### config.mk
export PLATFORM = sky130hd
export DESIGN_NAME = vsync_select_delay
export DESIGN_NICKNAME = d
export VERILOG_FILES = /design/src/rtl/vsd_pkg.sv /design/src/rtl/vsd_src_mux.sv /design/src/rtl/vsd_edge_queue.sv /design/src/rtl/vsync_select_delay.sv
export SDC_FILE = /design/constraint.sdc
export NUM_CORES = 1
export LEC_CHECK = 0
export ABC_AREA = 1
export BUFFER_PORTS_ARGS = -buffer_cell sky130_fd_sc_hd__buf_2
export CELL_PAD_IN_SITES_DETAIL_PLACEMENT = 1
export CELL_PAD_IN_SITES_GLOBAL_PLACEMENT = 1
export CORE_ASPECT_RATIO = 1.5
export CORE_MARGIN = 2
export CORE_UTILIZATION = 41
export DETAILED_ROUTE_END_ITERATION = 10
export GPL_TIMING_DRIVEN = 0
export MAX_ROUTING_LAYER = met4
export PLACE_DENSITY_LB_ADDON = 0.25
export RECOVER_POWER = 50
export SLEW_MARGIN = 5
export SYNTH_ARGS = -nofsm -noshare
export SYNTH_HDL_FRONTEND = slang
export SYNTH_SLANG_ARGS = --single-unit
### constraint.sdc
create_clock -name clk -period 2.6 [get_ports clk]
set_clock_uncertainty 0.05 [all_clocks]
set_input_delay 0.26 -clock clk [delete_from_list [all_inputs] [get_ports clk]]
set_output_delay 0.26 -clock clk [all_outputs]
set_load 0.05 [all_outputs]
### src/rtl/vsd_pkg.sv
package vsd_pkg;
   localparam int unsigned VSD_NUM_SRC = 6;
   localparam int unsigned VSD_SEL_W   = 3;
   localparam int unsigned VSD_DLY_W   = 12;
   localparam int unsigned VSD_DEPTH   = 4;

   typedef enum logic [VSD_SEL_W-1:0] {
      SRC_VPIN  = 3'd0,
      SRC_CSYNC = 3'd1,
      SRC_SOG0  = 3'd2,
      SRC_SOG1  = 3'd3,
      SRC_SOG2  = 3'd4,
      SRC_ALT   = 3'd5
   } vsd_src_e;
endpackage

### src/rtl/vsd_src_mux.sv
module vsd_src_mux #(
   parameter int unsigned NUM_SRC = vsd_pkg::VSD_NUM_SRC,
   parameter int unsigned SEL_W   = vsd_pkg::VSD_SEL_W
) (
   input  logic [NUM_SRC-1:0] cand,
   input  logic [SEL_W-1:0]   sel,
   input  logic               invert,
   output logic               level,
   output logic               reserved
);
   localparam int unsigned CODES = 2 ** SEL_W;

   if (NUM_SRC < 1 || NUM_SRC > CODES) begin : g_bad_src
      $error("vsd_src_mux: NUM_SRC must be 1..2**SEL_W");
   end

   logic [CODES-1:0] ext;

   // Codes without a source read as constant low.
   for (genvar c = 0; c < CODES; c++) begin : g_code
      if (c < NUM_SRC) begin : g_live
         assign ext[c] = cand[c];
      end else begin : g_resv
         assign ext[c] = 1'b0;
      end
   end

   assign reserved = (int'(sel) >= int'(NUM_SRC));
   assign level    = reserved ? 1'b0 : (ext[sel] ^ invert);
endmodule

### src/rtl/vsd_edge_queue.sv
module vsd_edge_queue #(
   parameter int unsigned DEPTH = vsd_pkg::VSD_DEPTH,
   parameter int unsigned TW    = vsd_pkg::VSD_DLY_W
) (
   input  logic          clk,
   input  logic          rst_n,
   input  logic          clear,
   input  logic          push,
   input  logic          push_lvl,
   input  logic [TW-1:0] delay,
   output logic          pop,
   output logic          pop_lvl
);
   localparam int unsigned CW = $clog2(DEPTH + 1);

   if (DEPTH < 1) begin : g_bad_depth
      $error("vsd_edge_queue: DEPTH must be at least 1");
   end
   if (TW < 1) begin : g_bad_tw
      $error("vsd_edge_queue: TW must be at least 1");
   end

   logic [TW-1:0]    now_q;
   logic [TW-1:0]    due_q   [DEPTH];
   logic [TW-1:0]    due_nx  [DEPTH];
   logic [DEPTH-1:0] lvl_q, lvl_nx;
   logic [CW-1:0]    cnt_q, widx;
   logic             accept;

   assign pop     = (cnt_q != '0) && (due_q[0] == now_q) && !clear;
   assign pop_lvl = lvl_q[0];
   assign accept  = push && !clear && (cnt_q < CW'(DEPTH));
   assign widx    = cnt_q - CW'(pop);

   always_comb begin
      for (int i = 0; i < int'(DEPTH); i++) begin
         due_nx[i] = due_q[i];
         lvl_nx[i] = lvl_q[i];
         if (pop) begin
            due_nx[i] = (i < int'(DEPTH) - 1) ? due_q[(i < int'(DEPTH) - 1) ? i + 1 : i] : due_q[i];
            lvl_nx[i] = (i < int'(DEPTH) - 1) ? lvl_q[(i < int'(DEPTH) - 1) ? i + 1 : i] : lvl_q[i];
         end
         if (accept && (CW'(i) == widx)) begin
            due_nx[i] = now_q + delay;
            lvl_nx[i] = push_lvl;
         end
      end
   end

   always_ff @(posedge clk or negedge rst_n) begin
      if (!rst_n) begin
         now_q <= '0;
         cnt_q <= '0;
         lvl_q <= '0;
         for (int i = 0; i < int'(DEPTH); i++) due_q[i] <= '0;
      end else begin
         now_q <= now_q + 1'b1;
         cnt_q <= clear ? '0 : (cnt_q - CW'(pop) + CW'(accept));
         lvl_q <= lvl_nx;
         for (int i = 0; i < int'(DEPTH); i++) due_q[i] <= due_nx[i];
      end
   end

   AST_QUEUE_BOUND: assert property (@(posedge clk) disable iff (!rst_n)
      cnt_q <= CW'(DEPTH));
   AST_FULL_DROPS: assert property (@(posedge clk) disable iff (!rst_n)
      (cnt_q == CW'(DEPTH) && push && !pop && !clear) |=> (cnt_q == CW'(DEPTH)));
   AST_CLEAR_EMPTIES: assert property (@(posedge clk) disable iff (!rst_n)
      clear |=> (cnt_q == '0));
endmodule

### src/rtl/vsync_select_delay.sv
module vsync_select_delay #(
   parameter int unsigned NUM_SRC = vsd_pkg::VSD_NUM_SRC,
   parameter int unsigned SEL_W   = vsd_pkg::VSD_SEL_W,
   parameter int unsigned DLY_W   = vsd_pkg::VSD_DLY_W,
   parameter int unsigned DEPTH   = vsd_pkg::VSD_DEPTH
) (
   input  logic               clk,
   input  logic               rst_n,
   input  logic [NUM_SRC-1:0] cand_vs,
   input  logic [SEL_W-1:0]   src_sel,
   input  logic               invert,
   input  logic [DLY_W-1:0]   delay,
   output logic               vs_out
);
   logic             level, reserved;
   logic [SEL_W-1:0] sel_q;
   logic             last_q;
   logic             sel_chg, dly_zero, push, clear, pop, pop_lvl;

   vsd_src_mux #(.NUM_SRC(NUM_SRC), .SEL_W(SEL_W)) u_mux (
      .cand     (cand_vs),
      .sel      (src_sel),
      .invert   (invert),
      .level    (level),
      .reserved (reserved)
   );

   assign sel_chg  = (src_sel != sel_q);
   assign dly_zero = (delay == '0);
   assign clear    = sel_chg || dly_zero;
   assign push     = !clear && (level != last_q);

   vsd_edge_queue #(.DEPTH(DEPTH), .TW(DLY_W)) u_queue (
      .clk      (clk),
      .rst_n    (rst_n),
      .clear    (clear),
      .push     (push),
      .push_lvl (level),
      .delay    (delay),
      .pop      (pop),
      .pop_lvl  (pop_lvl)
   );

   always_ff @(posedge clk or negedge rst_n) begin
      if (!rst_n) begin
         sel_q  <= '0;
         last_q <= 1'b0;
         vs_out <= 1'b0;
      end else begin
         sel_q <= src_sel;
         if (!sel_chg) begin
            last_q <= level;
            if (dly_zero)  vs_out <= level;
            else if (pop)  vs_out <= pop_lvl;
         end
      end
   end

   AST_RESERVED_INACTIVE: assert property (@(posedge clk) disable iff (!rst_n)
      (reserved && dly_zero && !sel_chg) |=> !vs_out);
   AST_ZERO_DELAY_PASS: assert property (@(posedge clk) disable iff (!rst_n)
      (dly_zero && !sel_chg) |=> (vs_out == $past(level)));
   AST_HOLD_UNTIL_DUE: assert property (@(posedge clk) disable iff (!rst_n)
      (!dly_zero && !pop) |=> $stable(vs_out));
   AST_SELECT_HOLD: assert property (@(posedge clk) disable iff (!rst_n)
      sel_chg |=> $stable(vs_out));
endmodule

* Word level (Yosys, flattened, before mapping)
Index checks and enable logic that the tools add are counted.
** Word-level totals
- Register bits :: 72
- Input bits :: 24
- Output and inout port bits :: 1
- Logic and storage cells :: 65
** Cells by class
- $add $sub $neg :: 4
- Order comparisons :: 3
- Eq/ne operators :: 6
- Muxes and demuxes :: 18
- Bitwise gates (word level) :: 2
- Reductions and logical operators :: 19
** Operators with widths (number)
- two-way mux 12 bit :: 6
- adder 12 x 1 -> 12 bit, second input constant :: 1
- adder 12 bit :: 1
- equality test 12 bit :: 1
- zero test 12 bit :: 1
- two-way mux 1 bit :: 10
- logical AND 1 bit :: 9
- nonzero test 2 bit :: 4
- equality test 2 x 3 -> 1 bit, first input constant :: 2
- < comparator 3 x 4 -> 1 bit, second input constant :: 1
- adder 3 x 1 -> 3 bit :: 1
- binary-select mux 1 bit (select 3 bit) :: 1
- equality test 1 x 3 -> 1 bit, first input constant :: 1
- greater-or-equal comparator 3 bit, second input constant :: 1
- zero test 3 bit :: 1
- < comparator 3 bit, second input constant :: 1
- two-way mux 3 bit :: 1
- inequality test 3 bit :: 1
- nonzero test 3 bit :: 1
- subtractor 3 x 1 -> 3 bit :: 1
- AND reduction 2 bit :: 1
- zero test 1 bit :: 1
- logical OR 1 bit :: 1
- inequality test 1 bit :: 1
- 2 further kinds :: 2

* Depth between registers and ports, before layout
Gate-level depths: netlist of the first run.
- Depth after elaboration :: 10
- Depth in mapped cells :: 18
- Mapped depth without buffers :: 17

* Cells and area by module
A second synthesis of the first run with hierarchy kept.
** Unflattened totals
- Cell total of the unflattened synthesis :: 626
- Area, all modules :: 4503.1 um^2
** Modules (own cells, without submodules)
- vsd_edge_queue :: instances 1, cells each 563, area each 4119.0 um^2, seq. area each 1676.6 um^2
- vsync_select_delay :: instances 1, cells each 37, area each 280.3 um^2, seq. area each 125.1 um^2
- vsd_src_mux :: instances 1, cells each 26, area each 103.8 um^2, seq. area each 0.0 um^2

* Least setup slack after synthesis of the first run
No wires, ideal clock.
- Kind :: flip-flop to flip-flop
- From :: register u_queue.now_q[1]
- To :: register u_queue.due_q[19] (netlist bit)
- Library setup time :: 0.129 ns
- Arrival time :: 2.551 ns
- Required time :: 2.421 ns
- Setup slack :: -0.130 ns
- Cell stages (with the launch flop) :: 16
- Buffers on the path :: 2
- Period minus slack after synthesis :: 2.730 ns
- Path through :: dfrtp_1 inv_1 nor2_1 a211oi_1 nand2_1 nor2_1 nand3_2 inv_2 buf_2 ha_1 ha_1 nor3_1 nand3_4 buf_6 o21ai_1 o21ai_0
** Between the ends
- Cells in the longest elaborated chain, start to end :: 7
- Elaborated cells on any way between the ends :: 9
- Classes of those cells :: 2 x add/sub; 2 x eq/ne; 1 x mux; 4 x reduce/logical
** Ends and longest elaborated chain
- from (decl) :: line vsd_edge_queue.sv:23 : logic [TW-1:0] now_q;
- from (signal assigned) :: line vsd_edge_queue.sv:57 : now_q <= now_q + 1'b1;
- equality test 12 bit :: line vsd_edge_queue.sv:30 : assign pop = (cnt_q != '0) && (due_q[0] == now_q) && !clear;
- logical AND 1 bit (2 in series) :: line vsd_edge_queue.sv:30
- subtractor 3 x 1 -> 3 bit :: line vsd_edge_queue.sv:33 : assign widx = cnt_q - CW'(pop);
- equality test 2 x 3 -> 1 bit :: line vsd_edge_queue.sv:43 : if (accept && (CW'(i) == widx)) begin
- logical AND 1 bit :: line vsd_edge_queue.sv:43
- two-way mux 12 bit / nonzero test 2 bit (equally long branches)
- to (decl) :: line vsd_edge_queue.sv:24 : logic [TW-1:0] due_q [DEPTH];
Parallel ways exist; a longest one is shown, timed or not.
A chain may end at the register's enable or synchronous reset.

* Final worst setup path of the first run
- From :: register u_queue.due_q[46] (netlist bit)
- To :: register u_queue.due_q[26] (netlist bit)
** Between the ends
- Cells in the longest elaborated chain, start to end :: 7
- Elaborated cells on any way between the ends :: 8
- Classes of those cells :: 1 x add/sub; 2 x eq/ne; 1 x mux; 4 x reduce/logical
** Ends and longest elaborated chain (line)
- equality test 12 bit (*) :: vsd_edge_queue.sv:30
- logical AND 1 bit (*) (2 in series) :: vsd_edge_queue.sv:30
- subtractor 3 x 1 -> 3 bit :: vsd_edge_queue.sv:33
- equality test 1 x 3 -> 1 bit :: vsd_edge_queue.sv:43
- logical AND 1 bit :: vsd_edge_queue.sv:43
- two-way mux 12 bit / nonzero test 2 bit (equally long branches)
Mark *: on every way between the ends. The rest lies on a longest branch, timed or not.

==> results of run 1 <==
==> layout make-up <==
cell class | count | area (um^2)
fillers | 1179 | 4500
multi-input cells | 374 | 2340
flip-flops and latches | 72 | 1810
repair buffers | 64 | 523
inverters | 66 | 258
clock buffers | 11 | 243
well taps | 117 | 146
plain buffers | 11 | 124
clock inverters | 5 | 80.1
==> sequential cells by signal, summed over array words and instances, names as in the netlist <==
register / count
u_queue.due_q: 48
u_queue.now_q: 12
u_queue.lvl_q: 4
sel_q: 3
u_queue.cnt_q: 3
last_q: 1
vs_out: 1
==> worst max-delay path by stage <==
stage	endpoint	slack, ns	cells after the start	startpoint
floorplan	u_queue.due_q[33]	0.005	15	u_queue.now_q[5]
global placement	u_queue.due_q[15]	-0.84	15	u_queue.now_q[1]
detailed placement	u_queue.due_q[24]	-0.87	18	u_queue.now_q[1]
CTS	u_queue.due_q[33]	-0.09	16	u_queue.now_q[10]
global route	u_queue.due_q[26]	-0.35	17	u_queue.now_q[10]
finish	u_queue.due_q[26]	-0.22	16	u_queue.due_q[46]
==> cell families after synthesis <==
kind of cell	after synthesis	synth area share
AND/OR/NAND/NOR	221	0.239
AO/OA/AOI/OAI	111	0.143
buffers and inverters	78	0.0829
flip-flops	72	0.433
XOR/XNOR	26	0.0547
adder cells (fa/ha/maj)	15	0.0469
==> timing repair <==
item,4_1_cts,5_1_grt
pin swaps,12,18
hold endpoints to repair,72,0
hold buffers,1,0
resized for setup,54,61
gates cloned,4,2
setup endpoints to repair,55,53
buffers inserted,21,12
==> per-layer routing <==
metal / vias to the layer above / global-route usage / part of all wire
li1: 1851 / - / -
met1: 1985 / 0.261 / 0.37
met2: 69 / 0.478 / 0.58
met3: 32 / 0.0323 / 0.018
met4: 0 / 0.123 / 0.033
met5: - / - / 0
==> power by group through the flow <==
stage,combinational [mW],clock [mW],sequential [mW]
floorplan,0.327,0,1.33
global placement,0.458,0,1.34
detailed placement,0.485,0,1.35
CTS,0.524,1.37,1.35
global route,0.620,1.42,1.37
finish,0.556,1.36,1.36
==> per-stage QoR <==
| stage | power, mW | utilization | area, um^2 | instances | setup WS, ns |
|---|---|---|---|---|---|
| final | 3.27 | 0.551 | 5520 | 720 | -0.221 |
| after CTS | 3.24 | 0.522 | 5230 | 706 | -0.0940 |
| after global placement | 1.80 | 0.446 | 4470 | 664 | -0.838 |
| after global routing | 3.40 | 0.551 | 5520 | 720 | -0.350 |
| after floorplan | 1.66 | - | 4200 | 523 | 0.00483 |
| after detailed placement | 1.84 | 0.449 | 4500 | 665 | -0.871 |
==> cells in the final DEF (no fill, tap or decap), types with 17 or more instances in the layout <==
| master | count |
|---|---|
| xor2_1 | 17 |
| inv_1 | 54 |
| o21ai_2 | 29 |
| dfrtp_1 | 66 |
| o21ai_0 | 17 |
| nand2_1 | 142 |
| buf_2 | 22 |
| o21ai_1 | 37 |
| buf_4 | 25 |
| nor2_1 | 18 |
==> reports/qor.txt, run 1 <==
# port buffers = 24
routability cong. = 0.844
Combinational Power Share = 0.170
chip width = 86.3 um
clk buf depth = 2
initial cell density of the core = 0.415
status = finished, violations left
WS Path Type = flop to flop
most common library cells after synthesis = 155 x nand2_1, 72 x dfrtp_1, 60 x inv_1
DR WL/cell = 19.9 um
fmax = 0.354 GHz
Syn. warnings = 0
Post-Route WL = 14.4 mm
Total Neg Setup Slack = -4.41 ns
antenna cell count = 0
CTS Root Cell = clkbuf_16
Num CTS Buffers = 9
Mapped Avg Cell Area = 7.96 um^2
Skew-Pair Late Insertion Delay = 0.34 ns
fin nets = 637
Cell Rows = 45
async set-or-reset flop fraction in the synthesized netlist = 1.00
GRT Residual Overflow = 0
Final min period = 2.82 ns
First DRT Iteration DRCs = 204
final hold slack = 0.0775 ns
pwr/cell area = 592 nW/um^2
Seq pwr share = 0.415
Req. time, crit path = 2.76 ns
largest net degree at the start of global routing = 68
Seq/Total Area, Yosys = 0.433
Synth Flop Type = dfrtp_1
CTS HTree Levels = 3
share of layout cells above drive strength 1 = 0.289
total track usage = 0.257
synthesis-to-layout area growth = 32.7%
Synth area leaders = dfrtp_1 43%, nand2_1 14%, o21ai_1 5.6%
final setup margin = -0.221 ns
slowest stage cell, crit path = dfrtp_1
Slew HR = -0.0438
Core ar. = 10000 um^2
Detail Route Antenna Nets = 0
Pre-antenna DRT Iters = 4
fin. max-slew vios = 68
post-synth net total = 562
endpoints failing setup = 52
beginning of the worst hold path = src_sel[2]
r2r endpoint = u_queue.due_q[26]
Lkg Pwr = 2.83 nW
Sw Ratio = 0.292
P_sw = 0.956 mW
WP buf/inv = 3
Max Fanout on Critical Path = 5
Tightest Pin Transition = 1.57 ns
RSZ-0062 raised after global routing = true
count leader, synth = nand2_1
CTS tree = built
Synth Cell Area = 4160 um^2
Crit. End Element = flop
hold path endpoint = sel_q[2]
share of the synthesized area in the top cell type = 0.433
CP arrival = 2.98 ns
DRC errors left = 0
placed wire-length estimate = 8.97 mm
area leader, netlist = dfrtp_1
die height = 127 um
internal power = 2.31 mW
Yosys reg bits = 72
first-pass GRT wire length = 21.0 mm
EDFF count, synth = 0
initial antenna violation count = 0
Reg2Reg Setup Slack = -0.22 ns
Clock Sinks = 72
FF-to-FF Start = u_queue.due_q[46]
R2R depth = 16
I/O pin total = 25
Post-Syn Instances = 523
Die ar. = 11000 um^2
kind of cell adding the most delay to the critical path = simple AND/OR/NAND/NOR gates
CTS clock-pin slew for the worst setup and hold paths = 0.06 ns
vias in the first global route = 4253
CP peak stage delay = 0.41 ns
final hold vios = 0
startpoint type of the worst setup path = flop
max-cap violations = 1
critical path, cell by cell = nand2_2 > o21ai_2 > nor2_1 > nand4_1 > nor2_4 > nand3_4 > inv_8 > ha_4 > ha_4 > xor2_4 > buf_6 > nor3_4 > nand3_4 > buf_6 > o21ai_1 > nand2_1
DR vias = 3937
crit share post-route = 1.09
Worst Hold Class = input pin to flop
Worst Hold Depth = 1
failing checks = capacitance limit, slew limit, setup timing
worst vdd ir = 0.349 mV
Yosys cell types = 36
routed vias/inst = 5.47
Clock power frac = 0.415
No activity file was read; power rests on OpenSTA's default activity.
==> run 2: changes to the inputs <==
Settings changed: SETUP_SLACK_MARGIN set to 0.2.
==> reports/qor.txt, run 2 (synthesis gave the netlist of run 1 again) <==
vias in the first global route = 4270
routed vias/inst = 5.47
WS Path Type = flop to flop
Tightest Pin Transition = 1.55 ns
final setup margin = -0.205 ns
cell mode on critical path = inv_1
WP buf/inv = 8
CP peak stage delay = 0.42 ns
Clock power frac = 0.405
Cell Rows = 45
worst vdd ir = 0.451 mV
# port buffers = 24
routability cong. = 0.863
Filler cells = 1190
post-layout util = 0.558
DP Area = 4540 um^2
initial antenna violation count = 0
share of layout cells above drive strength 1 = 0.303
die height = 127 um
internal power = 2.28 mW
total track usage = 0.263
leading cell types in the layout, fill and taps excluded = 138 x nand2_1, 64 x dfrtp_1, 53 x inv_1
CTS tree = built
Reg2Reg Setup Slack = -0.21 ns
I/O pin total = 25
Max Fanout on Critical Path = 5
initial cell density of the core = 0.415
GRT Residual Overflow = 0
Worst Hold Class = input pin to flop
Die ar. = 11000 um^2
largest net degree at the start of global routing = 68
CTS HTree Levels = 3
Lkg Pwr = 2.83 nW
crit share post-route = 1.08
fmax = 0.356 GHz
critical path, cell by cell = inv_1 > o21ai_1 > inv_1 > nand4_1 > nor2_4 > nand3_4 > clkinv_4 > buf_8 > ha_4 > ha_4 > inv_4 > nor3_4 > buf_4 > buf_4 > nand4_1 > nand2_1 > inv_1
max-cap violations = 1
chip width = 86.3 um
pre-CTS WS = -0.692 ns
Crit. End Element = flop
antenna cell count = 0
Req. time, crit path = 2.78 ns
Skew-Pair Late Insertion Delay = 0.34 ns
slowest stage cell, crit path = dfrtp_2
fin. max-slew vios = 68
pwr/cell area = 584 nW/um^2
First DRT Iteration DRCs = 195
Combinational Power Share = 0.182
DR WL/cell = 19.9 um
synthesis-to-layout area growth = 34.3%
fin area = 5590 um^2
Post-Route WL = 14.4 mm
P_sw = 0.985 mW
Pre-antenna DRT Iters = 4
Slew HR = -0.0361
Largest Register = u_queue.due_q
commonest non-fill, non-tap cell in the layout = nand2_1
first-pass GRT wire length = 21.2 mm
status = finished, violations left
endpoints failing setup = 53
failing checks = capacitance limit, slew limit, setup timing
CTS clock-pin slew for the worst setup and hold paths = 0.06 ns
placed wire-length estimate = 8.95 mm
startpoint type of the worst setup path = flop
final hold vios = 0
Seq pwr share = 0.412
Detail Route Antenna Nets = 0
Sw Ratio = 0.302
CTS Root Cell = clkbuf_16
Final min period = 2.81 ns
top flop regs = u_queue.due_q: 48 flops, u_queue.now_q: 12 flops, u_queue.lvl_q: 4 flops
Core ar. = 10000 um^2
Clock Sinks = 72
CP arrival = 2.99 ns
DRC errors left = 0
max reg flops = 48
Num CTS Buffers = 9
clk buf depth = 2
DR vias = 3963
kind of cell adding the most delay to the critical path = simple AND/OR/NAND/NOR gates
RSZ-0062 raised after global routing = true
fin nets = 642
run 2: worst reg2reg max path, stage by stage (launching register included):
cell and delay (ns):
dfrtp_2 0.42, inv_1 0.10, o21ai_1 0.15, inv_1 0.07, nand4_1 0.14, nor2_4 0.07, nand3_4 0.09, clkinv_4 0.06
buf_8 0.12, ha_4 0.15, ha_4 0.31, inv_4 0.06, nor3_4 0.23, buf_4 0.15, buf_4 0.09, nand4_1 0.23
nand2_1 0.18, inv_1 0.05
run 2: power groups by stage:
stage          combinational (mW)  sequential [mW]  clock, mW
2_1_floorplan               0.327             1.33          0
3_3_place_gp                0.457             1.34          0
3_5_place_dp                0.483             1.35          0
4_1_cts                     0.531             1.33       1.32
5_1_grt                     0.655             1.36       1.38
6_report                    0.595             1.35       1.32
run 2: path summary, 6_finish.rpt:
kind / from / endpoint / cells past startpoint
worst min-delay path: src_sel[1] / sel_q[1] / 1
worst max-delay path: u_queue.now_q[8] / u_queue.due_q[46] / 17
max in group asynchronous: rst_n / u_queue.cnt_q[2] / 3
min in group asynchronous: rst_n / u_queue.now_q[10] / 2
worst min register to register: u_queue.due_q[27] / u_queue.due_q[27] / 2
worst max register to register: u_queue.now_q[8] / u_queue.due_q[46] / 17
run 2: layout make-up:
class,count,area (um^2),area share
multi-input combinational,375,2370,0.424
clock buffer,9,225,0.0403
inverter,66,267,0.0477
clock inverter,6,85.1,0.0152
tap,117,146,0.0262
buffer,12,135,0.0242
sequential,72,1810,0.324
timing repair buffer,67,553,0.0989
run 2: what timing repair did:
action,in CTS,in global routing
hold endpoints to repair,72,0
setup buffers,23,11
pin swaps,13,17
cloned,5,4
resized for setup,61,62
hold buffers,1,0
setup endpoints to repair,55,54
run 2: through the flow:
step	hold slack (ns)	power, mW	cells	TNS, ns
after detailed placement	0.0299	1.83	665	-32.03
after floorplan	-0.0856	1.66	523	0
final	0.0787	3.27	724	-5.98
after global placement	0.390	1.80	664	-30.18
after global routing	0.0886	3.39	724	-14.14
after CTS	0.0445	3.19	709	-3.93
run 2: metal layers:
layer / GRT usage / vias to the layer above / routed length [um]
met3: 0.0329 / 46 / 310
met1: 0.275 / 1975 / 5280
met5: - / - / 0
li1: - / 1862 / -
met2: 0.475 / 80 / 8070
met4: 0.134 / 0 / 769
==> run 3: changes to the inputs <==
Settings changed: SKIP_LAST_GASP set to 1.
==> reports/qor.txt, run 3 (synthesis gave the netlist of run 1 again) <==
status = finished, violations left
failing checks = capacitance limit, slew limit, setup timing
fin. max-slew vios = 68
routability cong. = 0.863
WP depth = 16
R2R depth = 16
total track usage = 0.260
initial cell density of the core = 0.415
CP Launch Point = u_queue.due_q[46]
slowest stage cell, crit path = dfrtp_1
commonest non-fill, non-tap cell in the layout = nand2_1
DR WL/cell = 20.2 um
leading cell types in the layout, fill and taps excluded = 141 x nand2_1, 64 x dfrtp_1, 53 x inv_1
max reg flops = 48
first-pass GRT wire length = 21.0 mm
final hold vios = 0
antenna cell count = 0
DR vias = 4035
fin nets = 646
GRT Residual Overflow = 0
Crit. End Element = flop
endpoints failing setup = 53
DRC errors left = 0
DP Area = 4540 um^2
CP arrival = 3.07 ns
Skew-Pair Late Insertion Delay = 0.34 ns
Num CTS Buffers = 9
chip width = 86.3 um
kind of cell adding the most delay to the critical path = simple AND/OR/NAND/NOR gates
Cell Rows = 45
startpoint type of the worst setup path = flop
crit path to = u_queue.due_q[47]
met1 global-route usage = 0.273
initial antenna violation count = 0
Inst Count DP = 665
placed wire-length estimate = 8.95 mm
pwr/cell area = 584 nW/um^2
Multi-input gate area = 2360 um^2
die height = 127 um
WP buf/inv = 5
clk buf depth = 2
CTS clock-pin slew for the worst setup and hold paths = 0.06 ns
Final min period = 2.89 ns
CTS HTree Levels = 3
fin area = 5620 um^2
Core ar. = 10000 um^2
synthesis-to-layout area growth = 34.9%
worst vdd ir = 0.445 mV
crit share post-route = 1.11
FF-to-FF Start = u_queue.due_q[46]
routed vias/inst = 5.54
fmax = 0.347 GHz
Largest Register = u_queue.due_q
Detail Route Antenna Nets = 0
M2 GR Usage = 0.474
critical path, cell by cell = nand2_1 > o21ai_1 > nor2_1 > nand4_1 > nor2_4 > nand3_4 > clkinv_4 > buf_8 > ha_4 > clkinvlp_4 > nor3_4 > nand3_4 > buf_12 > or2_0 > nand2_1 > inv_1
# port buffers = 24
GR met3 Demand/Resource = 0.0349
Filler cells = 1171
I/O pin total = 25
fin cells = 728
r2r endpoint = u_queue.due_q[47]
CTS tree = built
Worst Hold Class = input pin to flop
most utilized layer in the global route result = met2
Tightest Pin Transition = 1.57 ns
top flop regs = u_queue.due_q: 48 flops, u_queue.now_q: 12 flops, u_queue.lvl_q: 4 flops
share of layout cells above drive strength 1 = 0.306
Clock Sinks = 72
max-cap violations = 1
Die ar. = 11000 um^2
CP peak stage delay = 0.43 ns
Max Fanout on Critical Path = 7
Req. time, crit path = 2.79 ns
post-layout util = 0.560
largest net degree at the start of global routing = 68
RSZ-0062 raised after global routing = true
CTS Root Cell = clkbuf_16
Post-Route WL = 14.7 mm
register area = 1810 um^2
final setup margin = -0.286 ns
Reg2Reg Setup Slack = -0.29 ns
vias in the first global route = 4206
Lkg Pwr = 2.85 nW
First DRT Iteration DRCs = 193
WS Path Type = flop to flop
Slew HR = -0.0452
Pre-antenna DRT Iters = 5
-- run 3: cell types whose count changed in the layout (fill, tap and decap cells not counted), moves of 2 or more --
cell and change:
o21ai_2 +2, buf_4 +5, nand2_1 +3, nand2_2 -3, o21ai_1 -5, buf_6 -2, o21ai_0 +4
-- run 3: metrics by stage --
step                power [mW]  setup TNS, ns  hold slack, ns  setup WS [ns]
floorplan                 1.66              0         -0.0856          0.111
global placement          1.80         -30.18           0.390         -0.655
detailed placement        1.83         -32.03          0.0299         -0.692
CTS                       3.18          -4.51          0.0445         -0.165
global route              3.40         -16.68          0.0853         -0.389
finish                    3.28         -11.32          0.0762         -0.286
-- run 3: cell type report --
cell class	count	area share
inverters	66	0.0484
multi-input cells	375	0.420
repair buffers	71	0.103
flip-flops and latches	72	0.323
well taps	117	0.0261
clock buffers	9	0.0401
plain buffers	12	0.0247
clock inverters	6	0.0152
-- run 3: worst min-delay path by stage --
| stage | start | endpoint | slack, ns | cells past startpoint |
|---|---|---|---|---|
| 4_1_cts | src_sel[1] | sel_q[1] | 0.04 | 1 |
| 3_3_place_gp | src_sel[2] | sel_q[2] | 0.39 | 1 |
| 6_report | src_sel[1] | sel_q[1] | 0.08 | 1 |
| 5_1_grt | src_sel[1] | sel_q[1] | 0.09 | 1 |
| 2_1_floorplan | rst_n | last_q | -0.09 | 0 |
| 3_5_place_dp | rst_n | u_queue.now_q[9] | 0.03 | 1 |
-- run 3: repair_timing --
item,4_1_cts,5_1_grt
hold endpoints to repair,72,0
cloned,5,4
hold buffers,1,0
endpoints found under the setup margin,55,54
resized for setup,44,75
setup buffers,23,15
pin swaps,13,23
-- run 3: layer usage --
layer  share of wire  vias to the layer above
li1                -                     1870
met1            0.36                     2026
met4           0.055                        0
met5               0                        -
met3           0.022                       44
met2            0.56                       95
-- run 3: power by group --
| group | switching [mW] | internal [mW] | leakage, nW |
|---|---|---|---|
| Combinational | 0.399 | 0.205 | 1.85 |
| Clock | 0.494 | 0.831 | 0.147 |
| Sequential | 0.105 | 1.25 | 0.854 |
